<file path="src/rtl/pwr_seq_pkg.sv">
package pwr_seq_pkg;
  localparam int unsigned FLAG_W       = 4;
  localparam int unsigned FL_IN        = 0;
  localparam int unsigned FL_CORE_UP   = 1;
  localparam int unsigned FL_CORE_HOLD = 2;
  localparam int unsigned FL_IO        = 3;

  typedef enum logic [2:0] {
    ST_WAIT_IN   = 3'd0,
    ST_WAIT_CORE = 3'd1,
    ST_WAIT_IO   = 3'd2,
    ST_SETTLE    = 3'd3,
    ST_RUN       = 3'd4,
    ST_SHED      = 3'd5,
    ST_HALT      = 3'd6
  } seq_state_e;

  typedef struct packed {
    logic ldo_en;
    logic conv_en;
    logic rst_n;
    logic pg;
    logic start;
  } seq_out_t;

  localparam seq_out_t OUT_SAFE = '{ldo_en: 1'b0, conv_en: 1'b0, rst_n: 1'b0, pg: 1'b0, start: 1'b0};

  function automatic seq_out_t drive_of(seq_state_e st);
    seq_out_t o;
    o = OUT_SAFE;
    unique case (st)
      ST_WAIT_CORE: o.ldo_en = 1'b1;
      ST_WAIT_IO: begin o.ldo_en = 1'b1; o.conv_en = 1'b1; end
      ST_SETTLE: begin o.ldo_en = 1'b1; o.conv_en = 1'b1; o.pg = 1'b1; o.start = 1'b1; end
      ST_RUN: begin o.ldo_en = 1'b1; o.conv_en = 1'b1; o.pg = 1'b1; o.rst_n = 1'b1; end
      ST_SHED: begin o.ldo_en = 1'b1; o.conv_en = 1'b1; end
      default: o = OUT_SAFE;
    endcase
    return o;
  endfunction
endpackage

</file>
<file path="src/rtl/pwr_flag_sync.sv">
module pwr_flag_sync #(
  parameter int unsigned WIDTH  = 4,
  parameter int unsigned STAGES = 2
) (
  input  logic             clk_i,
  input  logic             rst_ni,
  input  logic [WIDTH-1:0] d_i,
  output logic [WIDTH-1:0] q_o
);
  localparam int unsigned LAST = STAGES - 1;

  logic [STAGES-1:0][WIDTH-1:0] stg_q;

  for (genvar s = 0; s < STAGES; s++) begin : g_stage
    if (s == 0) begin : g_first
      always_ff @(posedge clk_i or negedge rst_ni) begin
        if (!rst_ni) stg_q[0] <= '0;
        else         stg_q[0] <= d_i;
      end
    end else begin : g_next
      always_ff @(posedge clk_i or negedge rst_ni) begin
        if (!rst_ni) stg_q[s] <= '0;
        else         stg_q[s] <= stg_q[s-1];
      end
    end
  end

  assign q_o = stg_q[LAST];
endmodule

</file>
<file path="src/rtl/pwr_fault_mon.sv">
module pwr_fault_mon
  import pwr_seq_pkg::*;
(
  input  logic [FLAG_W-1:0] flags_i,
  output logic              fault_o
);
  // core_up flag deliberately unused: fault check uses the tighter hold threshold
  always_comb begin
    fault_o = ~flags_i[FL_IN] | ~flags_i[FL_IO] | ~flags_i[FL_CORE_HOLD];
  end

  logic unused_core_up;
  assign unused_core_up = flags_i[FL_CORE_UP];
endmodule

</file>
<file path="src/rtl/pwr_seq_fsm.sv">
module pwr_seq_fsm
  import pwr_seq_pkg::*;
(
  input  logic              clk_i,
  input  logic              rst_ni,
  input  logic [FLAG_W-1:0] flags_i,
  input  logic              fault_i,
  input  logic              tmr_done_i,
  output logic              ldo_en_o,
  output logic              conv_en_o,
  output logic              cpu_rst_no,
  output logic              pg_o,
  output logic              start_o
);
  seq_state_e state_q, state_d;
  seq_out_t   out_q;

  always_comb begin
    state_d = state_q;
    unique case (state_q)
      ST_WAIT_IN:   if (flags_i[FL_IN])      state_d = ST_WAIT_CORE;
      ST_WAIT_CORE: if (flags_i[FL_CORE_UP]) state_d = ST_WAIT_IO;
      ST_WAIT_IO:   if (flags_i[FL_IO])      state_d = ST_SETTLE;
      ST_SETTLE: begin
        if (fault_i)         state_d = ST_SHED;
        else if (tmr_done_i) state_d = ST_RUN;
      end
      ST_RUN:  if (fault_i) state_d = ST_SHED;
      ST_SHED: state_d = ST_HALT;
      default: state_d = ST_HALT;
    endcase
  end

  always_ff @(posedge clk_i or negedge rst_ni) begin
    if (!rst_ni) begin
      state_q <= ST_WAIT_IN;
      out_q   <= OUT_SAFE;
    end else begin
      state_q <= state_d;
      out_q   <= drive_of(state_d);
    end
  end

  assign ldo_en_o   = out_q.ldo_en;
  assign conv_en_o  = out_q.conv_en;
  assign cpu_rst_no = out_q.rst_n;
  assign pg_o       = out_q.pg;
  assign start_o    = out_q.start;

  assert_conv_needs_ldo_R3: assert property (@(posedge clk_i) disable iff (!rst_ni)
    conv_en_o |-> ldo_en_o);
  assert_pg_needs_rails_R4: assert property (@(posedge clk_i) disable iff (!rst_ni)
    pg_o |-> (ldo_en_o && conv_en_o));
  assert_rst_release_needs_pg_R5: assert property (@(posedge clk_i) disable iff (!rst_ni)
    cpu_rst_no |-> pg_o);
  assert_fault_sheds_R6: assert property (@(posedge clk_i) disable iff (!rst_ni)
    (pg_o && fault_i) |=> (!pg_o && !cpu_rst_no && ldo_en_o && conv_en_o));
  assert_rails_off_after_shed_R7: assert property (@(posedge clk_i) disable iff (!rst_ni)
    $fell(pg_o) |=> (!ldo_en_o && !conv_en_o));
  assert_halt_sticky_R7: assert property (@(posedge clk_i) disable iff (!rst_ni)
    (!ldo_en_o && $fell(conv_en_o)) |=> (!ldo_en_o && !conv_en_o && !pg_o));
  assert_start_in_settle_R8: assert property (@(posedge clk_i) disable iff (!rst_ni)
    start_o |-> (pg_o && !cpu_rst_no));
endmodule

</file>
<file path="src/rtl/power_seq_ctrl.sv">
module power_seq_ctrl
  import pwr_seq_pkg::*;
#(
  parameter int unsigned SYNC_STAGES = 2
) (
  input  logic clk_i,
  input  logic rst_ni,
  input  logic in33_ok_i,
  input  logic core_up_ok_i,
  input  logic core_hold_ok_i,
  input  logic io_ok_i,
  input  logic tmr_done_i,
  output logic core_ldo_en_o,
  output logic io_conv_en_o,
  output logic cpu_rst_no,
  output logic pwr_good_o,
  output logic tmr_start_o
);
  logic [FLAG_W-1:0] raw_flags, sync_flags;
  logic              fault;

  always_comb begin
    raw_flags               = '0;
    raw_flags[FL_IN]        = in33_ok_i;
    raw_flags[FL_CORE_UP]   = core_up_ok_i;
    raw_flags[FL_CORE_HOLD] = core_hold_ok_i;
    raw_flags[FL_IO]        = io_ok_i;
  end

  pwr_flag_sync #(.WIDTH(FLAG_W), .STAGES(SYNC_STAGES)) u_sync (
    .clk_i  (clk_i),
    .rst_ni (rst_ni),
    .d_i    (raw_flags),
    .q_o    (sync_flags)
  );

  pwr_fault_mon u_fault (
    .flags_i (sync_flags),
    .fault_o (fault)
  );

  pwr_seq_fsm u_fsm (
    .clk_i      (clk_i),
    .rst_ni     (rst_ni),
    .flags_i    (sync_flags),
    .fault_i    (fault),
    .tmr_done_i (tmr_done_i),
    .ldo_en_o   (core_ldo_en_o),
    .conv_en_o  (io_conv_en_o),
    .cpu_rst_no (cpu_rst_no),
    .pg_o       (pwr_good_o),
    .start_o    (tmr_start_o)
  );
endmodule

</file>
<file path="config.mk">
export PLATFORM = sky130hd
export DESIGN_NAME = power_seq_ctrl
export DESIGN_NICKNAME = d
export VERILOG_FILES = /design/src/rtl/pwr_seq_pkg.sv /design/src/rtl/pwr_flag_sync.sv /design/src/rtl/pwr_fault_mon.sv /design/src/rtl/pwr_seq_fsm.sv /design/src/rtl/power_seq_ctrl.sv
export SDC_FILE = /design/constraint.sdc
export NUM_CORES = 1
export LEC_CHECK = 0
export BUFFER_PORTS_ARGS = -buffer_cell sky130_fd_sc_hd__buf_2
export CAP_MARGIN = 0
export CORE_AREA = 2 2 39 41
export DETAILED_ROUTE_END_ITERATION = 7
export DIE_AREA = 0 0 41 43
export GPL_TIMING_DRIVEN = 0
export PLACE_DENSITY = 0.67
export RECOVER_POWER = 50
export REMOVE_ABC_BUFFERS = 1
export SYNTH_ARGS = -nofsm -noshare
export SYNTH_HDL_FRONTEND = slang
export SYNTH_HIERARCHICAL = 1
export SYNTH_SLANG_ARGS = --single-unit
</file>
<file path="constraint.sdc">
create_clock -name clk_i -period 4 [get_ports clk_i]
set_input_delay 0.8 -clock clk_i [delete_from_list [all_inputs] [get_ports clk_i]]
set_output_delay 0.8 -clock clk_i [all_outputs]
set_load 0.05 [all_outputs]
</file>
After elaboration in Yosys (flattened, before gate mapping)
Cells that the tools add are included.
{ "word_totals": {"latch_bits": 0, "mem_bits_ro": 0, "wordCells": 38, "reg_bits": 16, "ram_bits": 0, "memories": 0, "out_inout_bits": 5, "in_bits": 7} }
{ "op_classes": {"n_shift": 0, "magnitude_cmp": 0, "n_mux": 12, "add_sub_neg": 0, "reduce_logical": 4, "multipliers": 0, "bitwise": 5, "n_div": 0, "n_eq_ne": 9} }
{ "ops": {"columns": ["op", "n"], "rows": [
  ["two-way mux 3 bit", 6],
  ["case mux 3 bit (5 select lines)", 1],
  ["== test 3 x 2 -> 1 bit, second input constant", 4],
  ["== test 3 bit, second input constant", 3],
  ["== test 3 x 1 -> 1 bit, second input constant", 2],
  ["two-way mux 1 bit", 5],
  ["OR reduction 5 bit", 1],
  ["OR reduction 4 bit", 1],
  ["logical NOT 3 bit", 1],
  ["inverter 1 bit", 3],
  ["bitwise OR 1 bit", 2],
  ["OR reduction 2 bit", 1]
]} }

Logic depth before layout (Yosys ltp)
Gate-level depths: netlist of run 1.
{ "depth": {"word_depth": 8, "depth_mapped": 7, "ltp_nobuf": 6} }

Hierarchy
Netlist of run 1, hierarchy kept.
{ "by_module_without_submodules": {"columns": ["module", "n_inst", "area_each_um2", "cells_per_inst"], "rows": [
  ["pwr_seq_fsm", 1, 362.8, 35],
  ["pwr_flag_sync", 1, 230.2, 12],
  ["pwr_fault_mon", 1, 5.0, 1]
]} }

Least setup slack after synthesis of run 1
Ideal clock, no wire load.
{ "synth_timing": {"path_kind": "input port to flip-flop", "from": "input port tmr_done_i", "to": "register u_fsm.out_q (netlist bit u_fsm/pg_o)", "path_stages": 4, "t_arrival_ns": 1.484, "slack_ns": 2.436, "setup_ns": 0.079, "required_ns": 3.921, "cell_sequence": "nand3b_1 -> o2111a_1 -> a221oi_2 -> mux2i_1"} }
{ "synth_via": {"elab_chain_cells": 6, "word_cells_on_any_way": 7, "classes_between": "2 x eq/ne; 4 x mux; 1 x reduce/logical"} }
{ "synth_lines": {"columns": ["element", "line", "rtl"], "rows": [
  ["start, declared", "power_seq_ctrl.sv:12", "input logic tmr_done_i,"],
  ["two-way mux 3 bit (*)", "pwr_seq_fsm.sv:26", "else if (tmr_done_i) state_d = ST_RUN;"],
  ["two-way mux 3 bit (*)", "pwr_seq_fsm.sv:25", "if (fault_i) state_d = ST_SHED;"],
  ["case mux 3 bit (5 select lines) (*)", "pwr_seq_fsm.sv:20", "unique case (state_q)"],
  ["== test 3 x 2 -> 1 bit or == test 3 bit (tied branches)", "pwr_seq_pkg.sv:31", "unique case (st)"],
  ["OR reduction 2 bit (no source line) (*)", null, null],
  ["two-way mux 1 bit (*)", "pwr_seq_pkg.sv:31", null],
  ["end signal, assigned", "pwr_seq_fsm.sv:40", "out_q <= drive_of(state_d);"],
  ["end, declared", "pwr_seq_fsm.sv:16", "seq_out_t out_q;"]
]} }
Every way passes the cells marked *; elsewhere a longest branch is shown, timed or not.

Final worst setup path of run 1
{ "layout_timing": {"from": "register u_fsm.out_q (netlist bit u_fsm/start_o)", "to": "output port tmr_start_o"} }
{ "layout_rtl": {"columns": ["element", "line", "rtl"], "rows": [
  ["end, declared", "power_seq_ctrl.sv:17", "output logic tmr_start_o"]
]} }
No word-level cell between the ends.

==> impl_table.tex, run 1 <==
\begin{tabular}{lr}
\hline
Metric & Value \\
\hline
\multicolumn{2}{l}{\textbf{Timing}} \\
Post-route setup TNS & 0 ps \\
Post-route clock period utilization & 41.5\% \\
Final count of hold timing violations & 0 \\
Unrepaired setup endpoints after global routing & no \\
Largest clock skew in the final design & roughly 5.0 ps \\
Least-Margin Pin Slew & 795 ps \\
Slew Viols, Final & 0 \\
F\_max & roughly 600 MHz \\
Worst max-slew margin expressed relative to the limit & 47.0\% \\
Min Hold Slack & between 300 and 400 ps \\
Final critical-path required period & between 1500 and 2000 ps \\
Final setup vio count & 0 \\
\multicolumn{2}{l}{\textbf{Drt}} \\
Number of violations reported at the end of detailed-routing iteration 0 & 5 \\
Detailed-route vias per instance & a little under 5 \\
Vias & about 360 \\
Routed Wire Length & 735 µm \\
TritonRoute pass-1 iters & 4 \\
Post-route DRC & 0 \\
Wire per inst & slightly below 10 µm \\
Post-DRT Antenna Nets & 0 \\
\multicolumn{2}{l}{\textbf{Placement}} \\
Placement-stage cell area & between 600 and 700 µm² \\
\# port buffers & 11 \\
DPL Wire Length & roughly 550 µm \\
Gpl congestion & 0.695 \\
\multicolumn{2}{l}{\textbf{Cells and area}} \\
Final core utilization & 48.2\% \\
Nets@finish & 66 \\
Diode count & 0 \\
Non-Filler Cell Area, Final & approximately 670 µm² \\
Area growth, synth to finish & 11.5\% \\
Layout cell share with drive strength beyond 1 & between 20\% and 30\% \\
\multicolumn{2}{l}{\textbf{Synthesis}} \\
Proportion of netlist area held by the largest area contributor & approximately 67\% \\
Flip-flop and latch count after synthesis & 16 \\
Commonest register cell after synthesis & dfrtp\_1 \\
FFs w/ async S/R, synth & 100\% \\
Most numerous cell in the Yosys netlist & dfrtp\_1 \\
Count of distinct cell types in the synthesized netlist & 19 \\
Post-Syn Instances & 48 \\
Top post-synthesis cells by area & dfrtp\_1, buf\_4, nor2\_1, o21ai\_0, a221oi\_2 \\
Top cells by count, synth & dfrtp\_1, nor2\_1, buf\_4 \\
Portion of the post-synthesis area used by sequential elements & about two thirds \\
Synth warnings & 6 \\
Library cell with the largest summed area after synthesis & dfrtp\_1 \\
Synthesized area divided by synthesized cell count & 12.5 µm² \\
Post-synth EDFFs & 0 \\
Post-Synthesis Cell Area & 598 µm² \\
\multicolumn{2}{l}{\textbf{Die}} \\
Horizontal extent of the die & just over 40 µm \\
Vertical extent of the die & 43 µm \\
Area of the placeable core & between 1000 and 1500 µm² \\
Overall die area & around 1800 µm² \\
Initial standard-cell utilization of the core & between 40 and 50\% \\
Ports & 12 \\
FP Rows & 14 \\
\multicolumn{2}{l}{\textbf{Setup path}} \\
Critical path class & reg -> out \\
Worst Path Buf+Inv & 1 \\
Cell type group with the largest total delay on the critical path & flip-flops \\
CP arrival & around 860 ps \\
Launch point of the worst path & u\_fsm/start\_o \\
Cells along the critical path & buf\_2 \\
Delay contributed by the slowest stage of the critical path & about 330 ps \\
Startpoint type of the worst setup path & flop \\
RR Startpoint & u\_sync/q\_o[3] \\
Endpoint type of the worst setup path & primary output \\
CP max-delay cell & dfrtp\_1 \\
Critical path peak fanout & 1 \\
Required time at the endpoint of the critical path & $\sim$3200 ps \\
\multicolumn{2}{l}{\textbf{Clock network}} \\
Total setup buffers inserted after CTS & 0 \\
TritonCTS buffer count & 3 \\
Worst-path clk slew & around 90 ps \\
CTS Sinks & 16 \\
Insertion delay to the later sink of the worst-skew pair & between 200 and 300 ps \\
H-tree levels & 1 \\
TritonCTS clock tree & done \\
CTS max path bufs & 2 \\
Count of cells resized by post-cts repair & 0 \\
Buffer type at the clock tree root & clkbuf\_4 \\
CTS Hold Bufs & 0 \\
\multicolumn{2}{l}{\textbf{GRT}} \\
First-pass GRT wire length & 1250 µm \\
Initial antenna violation count & 0 \\
Number of global-route vias before repair & 317 \\
Largest net degree at the start of global routing & 17 \\
Global router's overall resource usage & 11.0\% \\
GRT Residual Overflow & 0 \\
\multicolumn{2}{l}{\textbf{Hold path}} \\
Launch point of the worst hold path & u\_sync/stg\_q[1] \\
Path class of the lowest-slack min-delay path & reg -> reg \\
\multicolumn{2}{l}{\textbf{Status}} \\
Run status & completed \\
\multicolumn{2}{l}{\textbf{Power and ir drop}} \\
Power per cell area & 411 nW/µm² \\
Power Total & between 200 and 300 µW \\
Leakage power & 0.335 nW \\
IR drop worst, VDD & 0.177 mV \\
\multicolumn{2}{l}{\textbf{Job}} \\
Max capacitance violation total & 0 \\
\hline
\end{tabular}
==> cell type report <==
type                    instances  area [µm²]
multi-input cells              25         149
inverters                       2        7.51
fillers                       117         717
repair buffers                 11        53.8
clock buffers                   4        36.3
flip-flops and latches         16         400
well taps                      16        20.0
==> metal layers <==
layer	part of all wire (%)	GRT usage, %	vias up	routed length (µm)
met5	0	0	-	0
met4	0	10.0	0	0
met3	1.2	3.14	0	9
met2	49	12.5	2	363
met1	49	16.2	176	362
li1	-	-	178	-
==> state kept, by name, summed over array words and instances, names as in the netlist <==
signal,count
u_fsm/conv_en_o,1
u_fsm/cpu_rst_no,1
u_fsm/ldo_en_o,1
u_fsm/pg_o,1
u_fsm/start_o,1
u_fsm/state_q,3
u_sync/q_o,4
u_sync/stg_q,4
==> cell usage in the layout (no fill, tap or decap), types with 2 or more instances in the layout <==
| cell | instances |
|---|---|
| nor2_1 | 5 |
| dfrtp_1 | 16 |
| clkbuf_4 | 3 |
| nand2_1 | 3 |
| buf_2 | 10 |
| o21ai_0 | 3 |
| nand2b_1 | 2 |
| a21oi_1 | 2 |
| nor3_1 | 2 |
==> through the flow <==
step,setup slack (ps),std cells
CTS,2320,74
detailed placement,2200,70
floorplan,2430,43
global route,2280,74
global placement,2240,70
finish,2340,74
==> cells by family after synthesis <==
logic type | synth area share, %
buffers and inverters | 8.16
and+or+nand+nor | 11.9
muxes | 1.67
AOI/OAI and AO/OA | 11.3
DFF | 66.9
==> worst paths after layout <==
path,end,slack [ps],depth (start not counted)
max,tmr_start_o,2340,1
max reg2reg,u_fsm/pg_o,2520,5
min reg2reg,u_sync/q_o[1],350,0
min in group asynchronous,u_fsm/ldo_en_o,570,1
min,u_sync/q_o[1],350,0
max in group asynchronous,u_sync/stg_q[3],2930,1
==> power breakdown <==
group | switching [mW] | internal, mW
clock | 0.0454 | 0.0553
sequential | 0.00136 | 0.166
combinational | 0.00412 | 0.00239
total | 0.0509 | 0.223
(Power assumes the default switching activity.)
==> inputs of run 2 (changes only) <==
--- a/config.mk
+++ b/config.mk
@@ -5,13 +5,14 @@
 export SDC_FILE = /design/constraint.sdc
 export NUM_CORES = 1
 export LEC_CHECK = 0
+export ABC_AREA = 1
 export BUFFER_PORTS_ARGS = -buffer_cell sky130_fd_sc_hd__buf_2
 export CAP_MARGIN = 0
-export CORE_AREA = 2 2 39 41
+export CORE_MARGIN = 2
+export CORE_UTILIZATION = 46
 export DETAILED_ROUTE_END_ITERATION = 7
-export DIE_AREA = 0 0 41 43
 export GPL_TIMING_DRIVEN = 0
-export PLACE_DENSITY = 0.67
+export PLACE_DENSITY = 0.7
 export RECOVER_POWER = 50
 export REMOVE_ABC_BUFFERS = 1
 export SYNTH_ARGS = -nofsm -noshare
==> constraint.sdc (replaced) <==
create_clock -name clk_i -period 1.5 [get_ports clk_i]
set_input_delay 0.3 -clock clk_i [delete_from_list [all_inputs] [get_ports clk_i]]
set_output_delay 0.3 -clock clk_i [all_outputs]
set_load 0.05 [all_outputs]
==> impl_table.tex, run 2 <==
\begin{tabular}{lr}
\hline
Metric & Value \\
\hline
\multicolumn{2}{l}{\textbf{Status}} \\
Run status & completed \\
\multicolumn{2}{l}{\textbf{Clock network}} \\
CTS Sinks & 16 \\
TritonCTS clock tree & done \\
Worst-path clk slew & $\sim$80 ps \\
H-tree levels & 1 \\
Buffer type at the clock tree root & clkbuf\_4 \\
CTS Hold Bufs & 1 \\
TritonCTS buffer count & 3 \\
Total setup buffers inserted after CTS & 0 \\
Insertion delay to the later sink of the worst-skew pair & approximately 270 ps \\
Count of cells resized by post-cts repair & 0 \\
CTS max path bufs & 2 \\
\multicolumn{2}{l}{\textbf{Setup path}} \\
RR Startpoint & u\_fsm/state\_q[2] \\
Delay contributed by the slowest stage of the critical path & approximately 490 ps \\
CP max-delay cell & dfrtp\_1 \\
CP arrival & around 1400 ps \\
Worst Path Buf+Inv & 0 \\
Launch point of the worst path & u\_fsm/state\_q[2] \\
Required time at the endpoint of the critical path & between 1500 and 2000 ps \\
Cell with the most instances on the worst path & nand2\_1 \\
Cells along the critical path & nor2\_1, nand2\_1, nand2\_1, o21ai\_0, nor2\_1, nand2\_1 \\
Endpoint type of the worst setup path & flop \\
Startpoint type of the worst setup path & flop \\
Cell type group with the largest total delay on the critical path & simple AND/OR/NAND/NOR gates \\
Critical path class & reg -> reg \\
Critical path peak fanout & 8 \\
\multicolumn{2}{l}{\textbf{Cells and area}} \\
Area growth, synth to finish & 9.26\% \\
Combined flip-flop and latch cell area & approximately 400 µm² \\
Layout fillers & $\sim$130 \\
Diode count & 0 \\
Most common cell after layout, fill and taps aside & dfrtp\_1 \\
Non-Filler Cell Area, Final & $\sim$750 µm² \\
Final core utilization & between 50\% and 60\% \\
Area of combinational cells with multiple inputs & $\sim$200 µm² \\
Finished Layout Cells & between 90 and 100 \\
Layout cell share with drive strength beyond 1 & 33.8\% \\
Commonest cells after routing, fill and taps aside & dfrtp\_1, buf\_2, nand2\_1 \\
Nets@finish & 89 \\
\multicolumn{2}{l}{\textbf{Timing}} \\
F\_max & around 830 MHz \\
Least-Margin Pin Slew & slightly above 800 ps \\
Setup WS post-layout & roughly 300 ps \\
Unrepaired setup endpoints after global routing & no \\
Worst max-slew margin expressed relative to the limit & between 40\% and 50\% \\
Final critical-path required period & about 1200 ps \\
Post-route setup TNS & 0 ps \\
Final setup vio count & 0 \\
Final count of hold timing violations & 0 \\
Post-route clock period utilization & approximately four fifths \\
Largest clock skew in the final design & around 1.1 ps \\
Slew Viols, Final & 0 \\
\multicolumn{2}{l}{\textbf{Drt}} \\
Vias & about 440 \\
Post-route DRC & 0 \\
TritonRoute pass-1 iters & 4 \\
Detailed-route vias per instance & 4.65 \\
Wire per inst & $\sim$10 µm \\
Number of violations reported at the end of detailed-routing iteration 0 & 6 \\
Routed Wire Length & just under 1000 µm \\
Post-DRT Antenna Nets & 0 \\
\multicolumn{2}{l}{\textbf{Power and ir drop}} \\
Internal Dissipation & approximately 640 µW \\
Leakage power & around 0.4 nW \\
Net load switching power & $\sim$340 µW \\
Relative contribution of combinational cells to total power & between 20\% and 30\% \\
Part of the total power dissipated in the clock network & about a fifth \\
IR drop worst, VDD & $\sim$0.75 mV \\
Sw Ratio & between 30\% and 40\% \\
Power per cell area & 1290 nW/µm² \\
Proportion of power drawn by flip-flops and latches & between 50 and 60\% \\
\multicolumn{2}{l}{\textbf{Die}} \\
Ports & 12 \\
Horizontal extent of the die & 42.7 µm \\
Area of the placeable core & around 1400 µm² \\
Vertical extent of the die & 42.7 µm \\
FP Rows & 13 \\
Initial standard-cell utilization of the core & 51.1\% \\
Overall die area & 1820 µm² \\
\multicolumn{2}{l}{\textbf{GRT}} \\
Number of global-route vias before repair & roughly 420 \\
GRT Residual Overflow & 0 \\
Initial antenna violation count & 0 \\
First-pass GRT wire length & roughly 1800 µm \\
Largest net degree at the start of global routing & 17 \\
Global router's overall resource usage & 13.6\% \\
\multicolumn{2}{l}{\textbf{Synthesis}} \\
Post-Synthesis Cell Area & between 600 and 700 µm² \\
Portion of the post-synthesis area used by sequential elements & about three fifths \\
Commonest register cell after synthesis & dfrtp\_1 \\
Post-Syn Instances & 70 \\
Flip-flop and latch count after synthesis & 16 \\
Synth warnings & 6 \\
Count of distinct cell types in the synthesized netlist & 16 \\
Top post-synthesis cells by area & dfrtp\_1, nand2\_1, nor2\_2, inv\_1, nand3\_1 \\
Post-synth EDFFs & 0 \\
Proportion of netlist area held by the largest area contributor & approximately three fifths \\
FFs w/ async S/R, synth & 100\% \\
Library cell with the largest summed area after synthesis & dfrtp\_1 \\
Synthesized area divided by synthesized cell count & around 9.8 µm² \\
Top cells by count, synth & dfrtp\_1, nand2\_1, inv\_1 \\
Most numerous cell in the Yosys netlist & dfrtp\_1 \\
\multicolumn{2}{l}{\textbf{Placement}} \\
Placed Cells incl. Taps & 91 \\
Worst slack, placed & $\sim$320 ps \\
\# port buffers & 11 \\
Gpl congestion & a little under 0.8 \\
Placement-stage cell area & a little over 700 µm² \\
DPL Wire Length & 766 µm \\
\multicolumn{2}{l}{\textbf{Job}} \\
Max capacitance violation total & 0 \\
\multicolumn{2}{l}{\textbf{Hold path}} \\
Path class of the lowest-slack min-delay path & in -> reg \\
Launch point of the worst hold path & core\_up\_ok\_i \\
\hline
\end{tabular}
## run 2: cell types whose count changed after synthesis, moves of 2 or more
cell,change
inv_2,+2
nor3_1,-2
nand2b_1,-2
o21ai_0,-2
nor2_2,+6
nand3_2,+2
nand3_1,+5
nand2_1,+7
inv_1,+8
## run 2: worst reg2reg max path, delay by kind of cell, from the launching register on
family	cells	cell delay, ps
AOI/OAI and AO/OA	1	70
DFF	1	490
and+or+nand+nor	5	530
## run 2: cells by family (layout without fill, tap and decap cells)
group | after synthesis | count (layout) | synth area share (%)
buffers and inverters | 17 | 27 | 12.5
and+or+nand+nor | 33 | 33 | 26.0
AOI/OAI and AO/OA | 4 | 4 | 3.45
DFF | 16 | 16 | 58.1
## run 2: final cells by class
type	count	share of cell area, %
well taps	15	2.49
clock buffers	3	2.99
inverters	12	5.98
flip-flops and latches	16	53.2
multi-input cells	37	26.9
repair buffers	12	8.47
## run 2: through the flow
stage	hold WS, ps	power (mW)
floorplan	4.41	0.710
global placement	215	0.772
detailed placement	225	0.776
CTS	119	0.986
global route	106	1.04
finish	127	0.975
## run 2: power by group through the flow
stage / clock (mW) / combinational, mW / sequential (mW)
2_1_floorplan: 0 / 0.107 / 0.602
3_3_place_gp: 0 / 0.254 / 0.518
3_5_place_dp: 0 / 0.255 / 0.521
4_1_cts: 0.216 / 0.257 / 0.512
5_1_grt: 0.237 / 0.281 / 0.521
6_report: 0.208 / 0.255 / 0.512
## run 2: final timing paths
kind	slack, ps	endpoint	cells past startpoint
setup reg to reg	300	u_fsm/ldo_en_o	6
setup / recovery	300	u_fsm/ldo_en_o	6
min in group asynchronous	640	u_sync/stg_q[2]	2
hold reg to reg	350	u_sync/q_o[0]	0
hold / removal	130	u_sync/stg_q[1]	1
max in group asynchronous	360	u_sync/stg_q[3]	2
## run 2: routing by layer
metal | global-route usage, % | share of wire (%) | vias to the layer above
li1 | - | - | 229
met1 | 18.7 | 49 | 204
met2 | 18.5 | 46 | 7
met3 | 3.83 | 3.3 | 2
met4 | 8.75 | 1.5 | 0
met5 | 0 | 0 | -
